`src/rtl/intr_pkg.sv`:
```
package intr_pkg;

    localparam int NUM_SRC  = 5;
    localparam int NUM_EXT  = 2;
    localparam int NUM_FLG  = 6;
    localparam int IDX_W    = $clog2(NUM_SRC);
    localparam int VEC_W    = 16;
    localparam int GIE_BIT  = 7;

    localparam logic [VEC_W-1:0] VEC_BASE = 16'h0003;

    typedef enum logic [IDX_W-1:0] {
        SRC_EX0 = 3'd0,
        SRC_TM0 = 3'd1,
        SRC_EX1 = 3'd2,
        SRC_TM1 = 3'd3,
        SRC_SER = 3'd4
    } src_e;

    typedef struct packed {
        logic tx;
        logic rx;
        logic tm1;
        logic ex1;
        logic tm0;
        logic ex0;
    } flag_t;

    function automatic logic [VEC_W-1:0] vec_of(input logic [IDX_W-1:0] idx);
        return VEC_BASE + {{(VEC_W-IDX_W-3){1'b0}}, idx, 3'b000};
    endfunction

endpackage

```
`src/rtl/intr_edge_det.sv`:
```
module intr_edge_det #(
    parameter int N = 2
) (
    input  logic         clk,
    input  logic         rst,
    input  logic [N-1:0] pin_n,
    output logic [N-1:0] fall_o
);
    logic [N-1:0] prev_q;

    for (genvar i = 0; i < N; i++) begin : g_det
        always_ff @(posedge clk) begin
            if (rst) prev_q[i] <= 1'b1;
            else     prev_q[i] <= pin_n[i];
        end
        assign fall_o[i] = prev_q[i] & ~pin_n[i];
    end

    AST_FALL_NEEDS_HIGH: assert property (@(posedge clk) disable iff (rst)
        fall_o[0] |-> $past(pin_n[0]));
endmodule

```
`src/rtl/intr_flag_bank.sv`:
```
module intr_flag_bank
    import intr_pkg::*;
(
    input  logic               clk,
    input  logic               rst,
    input  logic [NUM_EXT-1:0] ext_fall,
    input  logic [NUM_EXT-1:0] edge_mode,
    input  logic [1:0]         tmr_set,
    input  logic               rx_set,
    input  logic               tx_set,
    input  logic               sw_we,
    input  flag_t              sw_data,
    input  flag_t              ack_clr,
    output flag_t              flags_o
);
    flag_t set_v;
    flag_t flg_q;

    always_comb begin
        set_v     = '0;
        set_v.ex0 = ext_fall[0] & edge_mode[0];
        set_v.ex1 = ext_fall[1] & edge_mode[1];
        set_v.tm0 = tmr_set[0];
        set_v.tm1 = tmr_set[1];
        set_v.rx  = rx_set;
        set_v.tx  = tx_set;
    end

    always_ff @(posedge clk) begin
        if (rst)        flg_q <= '0;
        else if (sw_we) flg_q <= sw_data;
        else            flg_q <= (flg_q & ~ack_clr) | set_v;
    end

    assign flags_o = flg_q;

    AST_SW_WRITE_WINS: assert property (@(posedge clk) disable iff (rst)
        sw_we |=> flags_o == $past(sw_data));
    AST_SET_OVER_CLEAR: assert property (@(posedge clk) disable iff (rst)
        (!sw_we && tmr_set[0] && ack_clr.tm0) |=> flags_o.tm0);
    AST_ACK_CLEARS: assert property (@(posedge clk) disable iff (rst)
        (!sw_we && ack_clr.tm1 && !tmr_set[1]) |=> !flags_o.tm1);
    AST_LEVEL_NO_LATCH: assert property (@(posedge clk) disable iff (rst)
        (!sw_we && !edge_mode[0] && !flags_o.ex0) |=> !flags_o.ex0);
endmodule

```
`src/rtl/intr_prio_sel.sv`:
```
module intr_prio_sel
    import intr_pkg::*;
#(
    parameter int N = NUM_SRC
) (
    input  logic [N-1:0]     pend,
    output logic             any_o,
    output logic [IDX_W-1:0] idx_o,
    output logic [N-1:0]     grant_o
);
    always_comb begin
        idx_o   = '0;
        grant_o = '0;
        for (int i = N - 1; i >= 0; i--) begin
            if (pend[i]) begin
                idx_o   = IDX_W'(i);
                grant_o = N'(1) << i;
            end
        end
        any_o = |pend;
    end

    always_comb begin
        AST_ONE_GRANT: assert (!any_o || $countones(grant_o) == 1);
        AST_LOWEST_WINS: assert (!any_o || (pend & (grant_o - N'(1))) == '0);
    end
endmodule

```
`src/rtl/intr_vec_ctrl.sv`:
```
module intr_vec_ctrl
    import intr_pkg::*;
(
    input  logic        clk,
    input  logic        rst,
    input  logic [1:0]  ext_n,
    input  logic [1:0]  tmr_ovf,
    input  logic        ser_rx_done,
    input  logic        ser_tx_done,
    input  logic        en_we,
    input  logic [7:0]  en_wdata,
    input  logic        type_we,
    input  logic [1:0]  type_wdata,
    input  logic        flg_we,
    input  logic [5:0]  flg_wdata,
    output logic [5:0]  flags_q,
    input  logic        irq_ack,
    input  logic        reti,
    output logic        irq_req,
    output logic [15:0] irq_vec,
    output logic        in_service
);
    logic [NUM_SRC-1:0] src_en_q;
    logic               gie_q;
    logic [NUM_EXT-1:0] type_q;
    logic               insvc_q;
    logic [NUM_EXT-1:0] ext_fall;
    flag_t              flags;
    flag_t              clr_v;
    logic [NUM_SRC-1:0] pend;
    logic [NUM_SRC-1:0] grant;
    logic [IDX_W-1:0]   sel_idx;
    logic               any_pend;
    logic               accept;
    logic               unused_rsvd;

    assign unused_rsvd = ^en_wdata[6:5];

    always_ff @(posedge clk) begin
        if (rst) begin
            src_en_q <= '0;
            gie_q    <= 1'b0;
            type_q   <= '0;
        end else begin
            if (en_we) begin
                src_en_q <= en_wdata[NUM_SRC-1:0];
                gie_q    <= en_wdata[GIE_BIT];
            end
            if (type_we) type_q <= type_wdata;
        end
    end

    intr_edge_det #(.N(NUM_EXT)) u_edge (
        .clk    (clk),
        .rst    (rst),
        .pin_n  (ext_n),
        .fall_o (ext_fall)
    );

    intr_flag_bank u_flags (
        .clk       (clk),
        .rst       (rst),
        .ext_fall  (ext_fall),
        .edge_mode (type_q),
        .tmr_set   (tmr_ovf),
        .rx_set    (ser_rx_done),
        .tx_set    (ser_tx_done),
        .sw_we     (flg_we),
        .sw_data   (flag_t'(flg_wdata)),
        .ack_clr   (clr_v),
        .flags_o   (flags)
    );

    always_comb begin
        pend          = '0;
        pend[SRC_EX0] = type_q[0] ? flags.ex0 : ~ext_n[0];
        pend[SRC_TM0] = flags.tm0;
        pend[SRC_EX1] = type_q[1] ? flags.ex1 : ~ext_n[1];
        pend[SRC_TM1] = flags.tm1;
        pend[SRC_SER] = flags.rx | flags.tx;
        pend          = pend & src_en_q & {NUM_SRC{gie_q}};
    end

    intr_prio_sel #(.N(NUM_SRC)) u_sel (
        .pend    (pend),
        .any_o   (any_pend),
        .idx_o   (sel_idx),
        .grant_o (grant)
    );

    assign irq_req = any_pend & ~insvc_q;
    assign accept  = irq_ack & irq_req;
    assign irq_vec = vec_of(sel_idx);

    always_comb begin
        clr_v = '0;
        if (accept) begin
            clr_v.ex0 = grant[SRC_EX0];
            clr_v.tm0 = grant[SRC_TM0];
            clr_v.ex1 = grant[SRC_EX1];
            clr_v.tm1 = grant[SRC_TM1];
        end
    end

    always_ff @(posedge clk) begin
        if (rst)         insvc_q <= 1'b0;
        else if (accept) insvc_q <= 1'b1;
        else if (reti)   insvc_q <= 1'b0;
    end

    assign in_service = insvc_q;
    assign flags_q    = flags;

    AST_ACCEPT_ENTERS: assert property (@(posedge clk) disable iff (rst)
        (irq_ack && irq_req) |=> in_service);
    AST_RETI_LEAVES: assert property (@(posedge clk) disable iff (rst)
        (reti && !irq_req) |=> !in_service);
    AST_VEC_SHAPE: assert property (@(posedge clk) disable iff (rst)
        irq_req |-> (irq_vec[2:0] == 3'b011 && irq_vec < 16'h0028));
    AST_GLOBAL_OFF: assert property (@(posedge clk) disable iff (rst)
        (en_we && !en_wdata[GIE_BIT]) |=> !irq_req);
    AST_SERIAL_KEPT: assert property (@(posedge clk) disable iff (rst)
        (accept && grant[SRC_SER] && !flg_we) |=> (flags_q[4] || flags_q[5]));
endmodule

```
`config.mk`:
```
export PLATFORM = sky130hd
export DESIGN_NAME = intr_vec_ctrl
export DESIGN_NICKNAME = d
export VERILOG_FILES = /design/src/rtl/intr_pkg.sv /design/src/rtl/intr_edge_det.sv /design/src/rtl/intr_flag_bank.sv /design/src/rtl/intr_prio_sel.sv /design/src/rtl/intr_vec_ctrl.sv
export SDC_FILE = /design/constraint.sdc
export NUM_CORES = 1
export LEC_CHECK = 0
export BUFFER_PORTS_ARGS = -buffer_cell sky130_fd_sc_hd__buf_2
export CAP_MARGIN = 25
export CORE_ASPECT_RATIO = 1.5
export CORE_MARGIN = 1.5
export CORE_UTILIZATION = 28
export CTS_CLUSTER_SIZE = 28
export DETAILED_ROUTE_END_ITERATION = 12
export HOLD_SLACK_MARGIN = 0.15
export SKIP_CTS_REPAIR_TIMING = 1
export SLEW_MARGIN = 20
export SYNTH_ARGS = -nofsm -noshare
export SYNTH_HDL_FRONTEND = slang
export SYNTH_SLANG_ARGS = --single-unit
```
`constraint.sdc`:
```
create_clock -name clk -period 1.2 [get_ports clk]
set_input_delay 0.18 -clock clk [delete_from_list [all_inputs] [get_ports clk]]
set_output_delay 0.18 -clock clk [all_outputs]
set_load 0.03 [all_outputs]
```
==> run metrics, run 1 <==
status finished with violations; failing checks negative setup slack; WS Path Type reg -> out; vias per cell 4.54; warning count from the yosys run 0; drt drc 0; DR WL met3 141 um; Area Growth Syn to Fin 60.0%; final period utilization 136%; CP max stage delay 340 ps; Die X 50.2 um; Period minus WS final 1640 ps; Worst Hold Slack 164 ps; Distinct cells, synth 31; Post-Syn Instances 106; Final Hold Fails 0; Clock power frac 29.9%; WHS Endpoint src_en_q[0]; critical-path maximum fanout 8; Pint 996 uW; die area 3710 um^2; hold path startpoint en_wdata[0]; buffers added on ports 37; TritonCTS clock tree done; setup TNS -1610 ps; Wirelength per Cell 12.0 um; Comb pwr share 26.1%; clk root buf clkbuf_8; layout cells sized above 1 52.4%; reg2reg setup slack -30 ps; setup slack after placement -221 ps; HP Class in -> reg; vias after detailed routing 936; Peak Freq 611 MHz; max-slew violation count 0; met2 WL 1.31 mm; Chip Height 73.8 um; Area contributors post-synth dfxtp_1 (36%), buf_4 (12%), mux2i_1 (8.6%); largest net degree at the start of global routing 16; core area 3160 um^2; Slowest cell on crit path dfxtp_2; post-synthesis sequential area ratio 36.4%; reg-to-reg endpoint u_flags.flags_o[3]; Clock Tree Buf Depth 2; Hold Path Depth 3; commonest non-fill, non-tap cells in the layout buf_2 (33), buf_4 (22), conb_1 (13); largest area contributor in the netlist dfxtp_1; Max VDD drop 0.729 mV; commonest non-fill, non-tap cell in the layout buf_2; Routed WL 2.47 mm; NetSw 425 uW; total track usage 13.7%; diode count 0; worst path arrival time 1460 ps; Seq cells post-synth 17; TritonCTS Sinks 17; Layout fillers 314; WP data required 1020 ps; mapped cell area 936 um^2; R2R depth 5; first-pass GRT wire length 3.95 mm; router iterations before antenna repair 4; DR iter-0 viols 11; setup violators final 5; htree depth 1; r2r startpoint gie_q; Num CTS Buffers 3; Congestion Overflow GR 0; antenna violations before repair 0; Leakage 0.717 nW; crit end category output port; antenna-violating nets left 0; Critical Path Source Type flip-flop; CTS clk-pin slew, worst paths 60 ps; Max Used Layer met4; Initial Utilization 29.6%; crit path cell chain buf_6 -> and3_4 -> a41oi_4 -> and3_4 -> buf_6; setup ws final -436 ps; Power Dens Cells 949 nW/um^2; vias in the first global route 937; post-synth top area share 36.4%; MaxCap Viol Count 0; worst skew pair latency 250 ps; Nets 196; unrepaired setup endpoints after global routing true; syn_area_per_cell 8.83 um^2; I/O pin cnt 53; sequential share of power 44.0%; Net Sw Frac 29.9%; gpl congestion 0.805; Clock Skews 1.39 ps; row count 25; Met1 Wirelength 988 um; DP HPWL 1.96 mm
==> through the flow <==
stage	power [mW]	std cells	util [%]	area (um^2)
2_1_floorplan	0.878	117	-	1060
3_3_place_gp	0.973	200	42.5	1340
3_5_place_dp	0.982	200	42.5	1340
4_1_cts	1.40	204	44.0	1390
5_1_grt	1.50	206	47.4	1500
6_report	1.42	206	47.4	1500
==> routing by layer <==
metal | vias up | global-route usage, %
met5 | - | 0
met4 | 0 | 6.48
met3 | 5 | 2.24
met2 | 33 | 24.6
met1 | 427 | 15.7
li1 | 471 | -
==> flip-flops by register name, indices dropped and copies added (netlist names) <==
signal / flops
type_q: 2
gie_q: 1
u_edge.prev_q: 2
u_flags.flags_o: 6
src_en_q: 5
in_service: 1
==> cell type report <==
type                       instances  area (um^2)  share of cell area, %
clock buffer                       4         45.0                   3.01
inverter                           4         15.0                   1.00
multi-input combinational         79          629                   42.0
sequential                        17          350                   23.4
tap                               40         50.0                   3.34
timing repair buffer              62          408                   27.2
==> critical path: cells and delay by family (launching register included) <==
kind | cells | cell delay (ps)
AOI/OAI and AO/OA | 1 | 230
buffers and inverters | 2 | 250
and+or+nand+nor | 2 | 380
DFF | 1 | 340
==> Yosys cell counts <==
library cell / n
and2_1: 1
nand2_1: 3
mux2i_1: 8
or3_4: 1
nor4_1: 2
o211ai_1: 1
o311ai_0: 2
conb_1: 2
buf_2: 2
o21a_1: 1
and3b_1: 1
nor2b_4: 1
a41oi_1: 3
nor2_1: 9
nand4_1: 1
o31a_2: 1
and3_1: 3
nor2b_1: 4
a21o_1: 1
or2_2: 1
nand3_1: 2
a211oi_1: 1
a221oi_1: 1
nor4bb_1: 1
inv_1: 4
nor3_1: 4
o31ai_1: 2
a31oi_1: 4
buf_4: 15
dfxtp_1: 17
nand2b_1: 7
==> how the worst max path moves through the flow <==
stage,from,endpoint,slack (ps),depth (start not counted)
floorplan,u_flags.flags_o[0],irq_req,-80,3
global placement,gie_q,irq_vec[5],-210,5
detailed placement,gie_q,irq_vec[5],-220,5
CTS,gie_q,irq_vec[5],-500,5
global route,gie_q,irq_vec[5],-490,5
finish,gie_q,irq_vec[5],-440,5
==> cell families (layout without fill, tap and decap cells) <==
logic type             Yosys count  in the layout  synth area share (%)
other                            2             13                 0.802
buffers and inverters           21             70                  14.7
AND/OR/NAND/NOR                 41             41                  25.4
multiplexers                     8              8                  8.56
AO/OA/AOI/OAI                   17             17                  14.2
flip-flops                      17             17                  36.4
==> power by group through the flow <==
stage / Sequential, mW / Combinational, mW / Clock, mW
6_report: 0.625 / 0.371 / 0.425
5_1_grt: 0.629 / 0.402 / 0.467
4_1_cts: 0.624 / 0.346 / 0.434
3_5_place_dp: 0.636 / 0.345 / 0
3_3_place_gp: 0.635 / 0.338 / 0
2_1_floorplan: 0.670 / 0.207 / 0
No activity file was read; power rests on OpenSTA's default activity.
==> inputs of run 2 (changes only) <==
--- a/config.mk
+++ b/config.mk
@@ -7,12 +7,15 @@
 export LEC_CHECK = 0
 export BUFFER_PORTS_ARGS = -buffer_cell sky130_fd_sc_hd__buf_2
 export CAP_MARGIN = 25
+export CELL_PAD_IN_SITES_DETAIL_PLACEMENT = 0
+export CELL_PAD_IN_SITES_GLOBAL_PLACEMENT = 1
 export CORE_ASPECT_RATIO = 1.5
 export CORE_MARGIN = 1.5
 export CORE_UTILIZATION = 28
 export CTS_CLUSTER_SIZE = 28
 export DETAILED_ROUTE_END_ITERATION = 12
 export HOLD_SLACK_MARGIN = 0.15
+export PLACE_DENSITY = 0.74
 export SKIP_CTS_REPAIR_TIMING = 1
 export SLEW_MARGIN = 20
 export SYNTH_ARGS = -nofsm -noshare
==> run 2 against run 1 <==
Net effect: the run still ends with negative setup slack left; setup slack gained 58 ps; die area is the same; register-to-register slack lost 110 ps; utilization grew 0.95 points; largest power group unchanged.
==> run metrics, run 2 (synthesis gave the netlist of run 1 again) <==
status finished with violations; failing checks negative setup slack; Met1 Wirelength 1.03 mm (+3.8%); Power Dens Cells 932 nW/um^2 (-1.8%); Area Growth Syn to Fin 63.2%; commonest non-fill, non-tap cells in the layout buf_2 (33), buf_4 (18), conb_1 (13); Nets 195 (-0.51%); crit path from gie_q; r2r startpoint gie_q; Max VDD drop 0.621 mV (-15%); commonest non-fill, non-tap cell in the layout buf_2; core area 3160 um^2 (unchanged); hold path startpoint type_wdata[0]; TritonCTS clock tree done; worst path arrival time 1400 ps (-60 ps); Net Sw Frac 30.4% (+0.44 points); Congestion Overflow GR 0 (unchanged); antenna violations before repair 0 (unchanged); Hold Path Depth 3 (unchanged); Die X 50.2 um (unchanged); vias after detailed routing 956 (+2.1%); unrepaired setup endpoints after global routing true; CP top delay family compound AO/OA/AOI/OAI gates; max-slew violation count 0 (unchanged); met2 WL 1.48 mm (+13%); critical-path maximum fanout 7 (-1); Chip Height 73.8 um (unchanged); max reg flops 6 (unchanged); TritonCTS Sinks 17 (unchanged); clk root buf clkbuf_8; drt drc 0 (unchanged); Wirelength per Cell 13.2 um (+10%); antenna-violating nets left 0 (unchanged); first-pass GRT wire length 3.88 mm (-1.7%); setup violators final 7 (+2); Routed WL 2.71 mm (+9.9%); worst skew pair latency 250 ps (about the same); CP Depth 5 (unchanged); Clock Skews 0.992 ps (-0.401 ps); sequential share of power 44.2% (+0.2 points); DP HPWL 1.99 mm (+1.7%); Final Hold Fails 0 (unchanged); WP data required 1020 ps (about the same); I/O pin cnt 53 (unchanged); vias in the first global route 906 (-3.3%); Initial Utilization 29.6% (unchanged); buffers added on ports 37 (unchanged); htree depth 1 (unchanged); Clock Tree Buf Depth 2 (unchanged); worst slew pin tran 635 ps; Num CTS Buffers 3 (unchanged); Slowest cell on crit path dfxtp_4; MaxCap Viol Count 0 (unchanged); crit end category output port; NetSw 432 uW (+1.7%); Leakage 0.713 nW (-0.59%); Peak Freq 634 MHz (+3.7%); Clock power frac 29.8% (about the same); Max-slew headroom 57.1%; WP buf/inv 2 (unchanged); largest net degree at the start of global routing 16 (unchanged); HP Class in -> reg; crit path cell chain buf_6 -> nand3_2 -> a41oi_2 -> o21a_1 -> buf_6; reg2reg setup slack -140 ps (-110 ps); CP max stage delay 370 ps (+30 ps); design area 1530 um^2 (+2.0%); diode count 0 (unchanged); Core Util, Final 48.4% (+0.95 points); Reg area 357 um^2 (+1.8%); DR iter-0 viols 14 (+3); die area 3710 um^2 (unchanged); R2R depth 5 (unchanged); final period utilization 131% (-4.9 points); DR WL met3 144 um (+2.1%); layout cells sized above 1 54.5% (+2.1 points); gpl congestion 0.850 (+5.6%); WS Path Type reg -> out; Layout fillers 327 (+4.1%); row count 25 (unchanged); router iterations before antenna repair 4 (unchanged); Pint 992 uW (-0.45%); Comb pwr share 26.0% (about the same); area occupied by multi-input gates 649 um^2 (+3.2%); Critical Path Most Common Cell buf_6; Max Used Layer met4; Period minus WS final 1580 ps (-58.4 ps); CTS clk-pin slew, worst paths 60 ps (about the same); Critical Path Source Type flip-flop; total track usage 14.0% (+0.25 points); vias per cell 4.66 (+2.6%); Cell Area, Placed 1310 um^2 (-2.8%); setup ws final -377 ps (+58.4 ps)
-- run 2: routing by layer --
layer / GRT usage (%) / vias up
met5: 0 / -
met4: 10.2 / 0
met3: 2.44 / 6
met2: 24.3 / 39
met1: 15.0 / 442
li1: - / 469
-- run 2: worst register-to-register path, stage by stage, from the launching register on --
cell and delay [ps]:
dfxtp_4 370, buf_6 140, nand3_2 100, buf_4 150, nor4_2 330, a31oi_4 120
-- run 2: layout make-up --
cell class,instances,area share (%)
Clock buffer,4,2.95
Inverter,4,0.983
Multi-Input combinational cell,79,42.5
Sequential cell,17,23.3
Tap cell,40,3.28
Timing Repair Buffer,61,26.9
-- run 2: final timing paths --
path / end
setup / recovery: irq_vec[3]
hold / removal: type_q[0]
setup reg to reg: u_flags.flags_o[3]
hold reg to reg: src_en_q[4]
-- run 2: through the flow --
step | hold WS, ps | TNS [ps] | worst slack [ps] | std cells | total power, mW
3_3_place_gp | 386 | -712 | -188 | 195 | 0.969
6_report | 163 | -1730 | -377 | 205 | 1.42
5_1_grt | 175 | -2040 | -414 | 205 | 1.50
3_5_place_dp | 395 | -987 | -231 | 195 | 0.974
4_1_cts | 135 | -2230 | -521 | 199 | 1.40
2_1_floorplan | 249 | -160 | -83.3 | 117 | 0.878
-- run 2: power by group through the flow --
stage                     clock [mW]  sequential (mW)  combinational (mW)
after global routing           0.466            0.635               0.396
after CTS                      0.441            0.627               0.336
after detailed placement           0            0.640               0.334
after floorplan                    0            0.670               0.207
final                          0.425            0.629               0.370
after global placement             0            0.638               0.330
==> inputs of run 3 (changes only) <==
--- a/config.mk
+++ b/config.mk
@@ -5,6 +5,7 @@
 export SDC_FILE = /design/constraint.sdc
 export NUM_CORES = 1
 export LEC_CHECK = 0
+export ABC_AREA = 1
 export BUFFER_PORTS_ARGS = -buffer_cell sky130_fd_sc_hd__buf_2
 export CAP_MARGIN = 25
 export CELL_PAD_IN_SITES_DETAIL_PLACEMENT = 0
@@ -15,7 +16,7 @@
 export CTS_CLUSTER_SIZE = 28
 export DETAILED_ROUTE_END_ITERATION = 12
 export HOLD_SLACK_MARGIN = 0.15
-export PLACE_DENSITY = 0.74
+export PLACE_DENSITY = 0.77
 export SKIP_CTS_REPAIR_TIMING = 1
 export SLEW_MARGIN = 20
 export SYNTH_ARGS = -nofsm -noshare
==> run 3 against run 2 <==
Net effect: the flow still finishes with violations (negative setup slack); cell area down 6.7%; clock skew about the same; clock power down 3%; critical path type unchanged; worst hold slack worse by 26 ps; die area down 0.89%; area after synthesis down 0.94%; sequential share of layout area up 2.0 points; synthesized cell count up 23%; sequential cell count unchanged; setup slack better by 110 ps; global-route usage down 1.4 points.
==> run metrics, run 3 <==
Initial Utilization 29.3% (-0.28 points); Final Hold Fails 0 (unchanged); critical-path maximum fanout 6 (-1); Area contributors post-synth dfxtp_1 (37%), buf_4 (11%), o21ai_0 (8.1%); antenna violations before repair 0 (unchanged); mapped cell area 927 um^2 (-0.94%); layout cells sized above 1 50.0% (-4.5 points); Chip Height 73.5 um (-0.45%); Clock Tree Buf Depth 2 (unchanged); Leakage 0.724 nW (+1.6%); max-slew violation count 0 (unchanged); failing checks negative setup slack; Area Growth Syn to Fin 53.7%; Wirelength per Cell 10.7 um (-19%); core area 3160 um^2 (unchanged); HP Class in -> reg; Peak Freq 684 MHz (+7.9%); total track usage 12.6% (-1.4 points); most frequent cell after synthesis inv_1; Power Total 1.41 mW (-1.2%); I/O pin cnt 53 (unchanged); Clock Skews 0.903 ps (-0.0893 ps); Period minus WS final 1460 ps (-115 ps); Distinct cells, synth 20 (-35%); async set-reset flop share out of synthesis 0% (unchanged); Synth top cells by count inv_1 (19), nor2_1 (18), dfxtp_1 (17), nand2_1 (16), o21ai_0 (15); clk root buf clkbuf_8; Critical Path Most Common Cell buf_6; EDFF count, synth 0 (unchanged); Core Util, Final 45.1% (-3.2 points); post-synthesis sequential area ratio 36.7% (+0.34 points); vias in the first global route 900 (-0.66%); status finished with violations; Seq cells post-synth 17 (unchanged); antenna-violating nets left 0 (unchanged); row count 25 (unchanged); buffers added on ports 37 (unchanged); Post-Syn Instances 130 (+23%); drt drc 0 (unchanged); setup violators final 9 (+2); vias per cell 4.18 (-10%); syn_area_per_cell 7.13 um^2 (-19%); Cell Area, Placed 1230 um^2 (-6.1%); final period utilization 122% (-9.6 points); Routed WL 2.43 mm (-11%); diode count 0 (unchanged); gpl congestion 0.794 (-6.6%); Congestion Overflow GR 0 (unchanged); warning count from the yosys run 0 (unchanged); commonest non-fill, non-tap cells in the layout buf_2 (33), nor2_1 (16), inv_1 (14), o21ai_0 (14), conb_1 (13); post-synth top area share 36.7% (+0.34 points); Num CTS Buffers 3 (unchanged); Die X 50.0 um (-0.44%); Max VDD drop 0.573 mV (-7.6%); unrepaired setup endpoints after global routing true; worst skew pair latency 240 ps (about the same); top_reg_cell synth dfxtp_1; Critical Path Source Type flip-flop; first-pass GRT wire length 3.61 mm (-7.1%); worst path arrival time 1280 ps (-120 ps); max reg flops 6 (unchanged); commonest non-fill, non-tap cell in the layout buf_2; htree depth 1 (unchanged); router iterations before antenna repair 4 (unchanged); vias after detailed routing 945 (-1.2%); setup ws final -263 ps (+115 ps); DP HPWL 1.92 mm (-3.6%); CP max stage delay 360 ps (about the same); design area 1430 um^2 (-6.7%); MaxCap Viol Count 0 (unchanged); TritonCTS clock tree done; Nets 216 (+11%); die area 3670 um^2 (-0.89%); CTS clk-pin slew, worst paths 60 ps (about the same); crit path cell chain nand2_1 -> inv_1 -> nand3_2 -> buf_6 -> nand2_4 -> o21ai_4 -> buf_6; largest area contributor in the netlist dfxtp_1; WS Path Type reg -> out; largest net degree at the start of global routing 17 (+1); crit end category output port; Slowest cell on crit path dfxtp_4; TritonCTS Sinks 17 (unchanged); DR iter-0 viols 17 (+3); WP data required 1020 ps (about the same); Power Dens Cells 988 nW/um^2 (+6.0%)
## run 3: cell count changes after synthesis, sizes merged, moves of 5 or more
cell / previous run / this run
a21oi: 0 / 9
inv: 4 / 19
mux2i: 8 / 0
nand2: 3 / 20
nand2b: 7 / 0
nor2: 9 / 19
nor2b: 5 / 0
o21ai: 0 / 15
## run 3: cell families (layout without fill, tap and decap cells)
| group | Yosys count | after routing | synth area share, % |
|---|---|---|---|
| simple gates | 53 | 53 | 28.1 |
| buf+inv | 33 | 78 | 18.6 |
| compound gates | 25 | 25 | 15.8 |
| flops | 17 | 17 | 36.7 |
| other cells | 2 | 13 | 0.810 |
## run 3: layer usage
metal | wire, um | global-route usage (%)
met1 | 925 | 13.8
met2 | 1410 | 23.8
met3 | 77 | 2.44
met4 | 14 | 3.70
met5 | 0 | 0
## run 3: final timing paths
check                     start                 end  slack [ps]  cells after the start
min                    ext_n[1]    u_edge.prev_q[1]         140                      3
max reg2reg               gie_q  u_flags.flags_o[2]        -140                     10
max                       gie_q          irq_vec[3]        -260                      7
min reg2reg  u_flags.flags_o[4]  u_flags.flags_o[4]         490                      2
## run 3: where the power goes
| group | internal (mW) | total [mW] | switching, mW | leakage, nW |
|---|---|---|---|---|
| sequential | 0.605 | 0.633 | 0.0280 | 0.145 |
| clock | 0.235 | 0.414 | 0.179 | 0.0228 |
| combinational | 0.140 | 0.362 | 0.221 | 0.556 |
## run 3: final cells by class
class	count	area, um^2
inverter	19	71.3
sequential	17	362
timing repair buffer	55	365
clock buffer	4	45.0
fill	335	1730
tap	40	50.0
multi-input combinational	91	532
## run 3: critical path, delay by kind of cell (launching register included)
kind / cells / cell delay (ps)
DFF: 1 / 360
AOI/OAI and AO/OA: 1 / 150
buffers and inverters: 3 / 310
and+or+nand+nor: 3 / 210
## run 3: per-stage QoR
stage	setup TNS, ps	instances	hold WS [ps]	worst slack [ps]
floorplan	-380	141	242	-114
global placement	-396	216	358	-108
detailed placement	-558	216	364	-125
CTS	-1760	220	100	-407
global route	-2220	226	150	-315
finish	-1520	226	137	-263
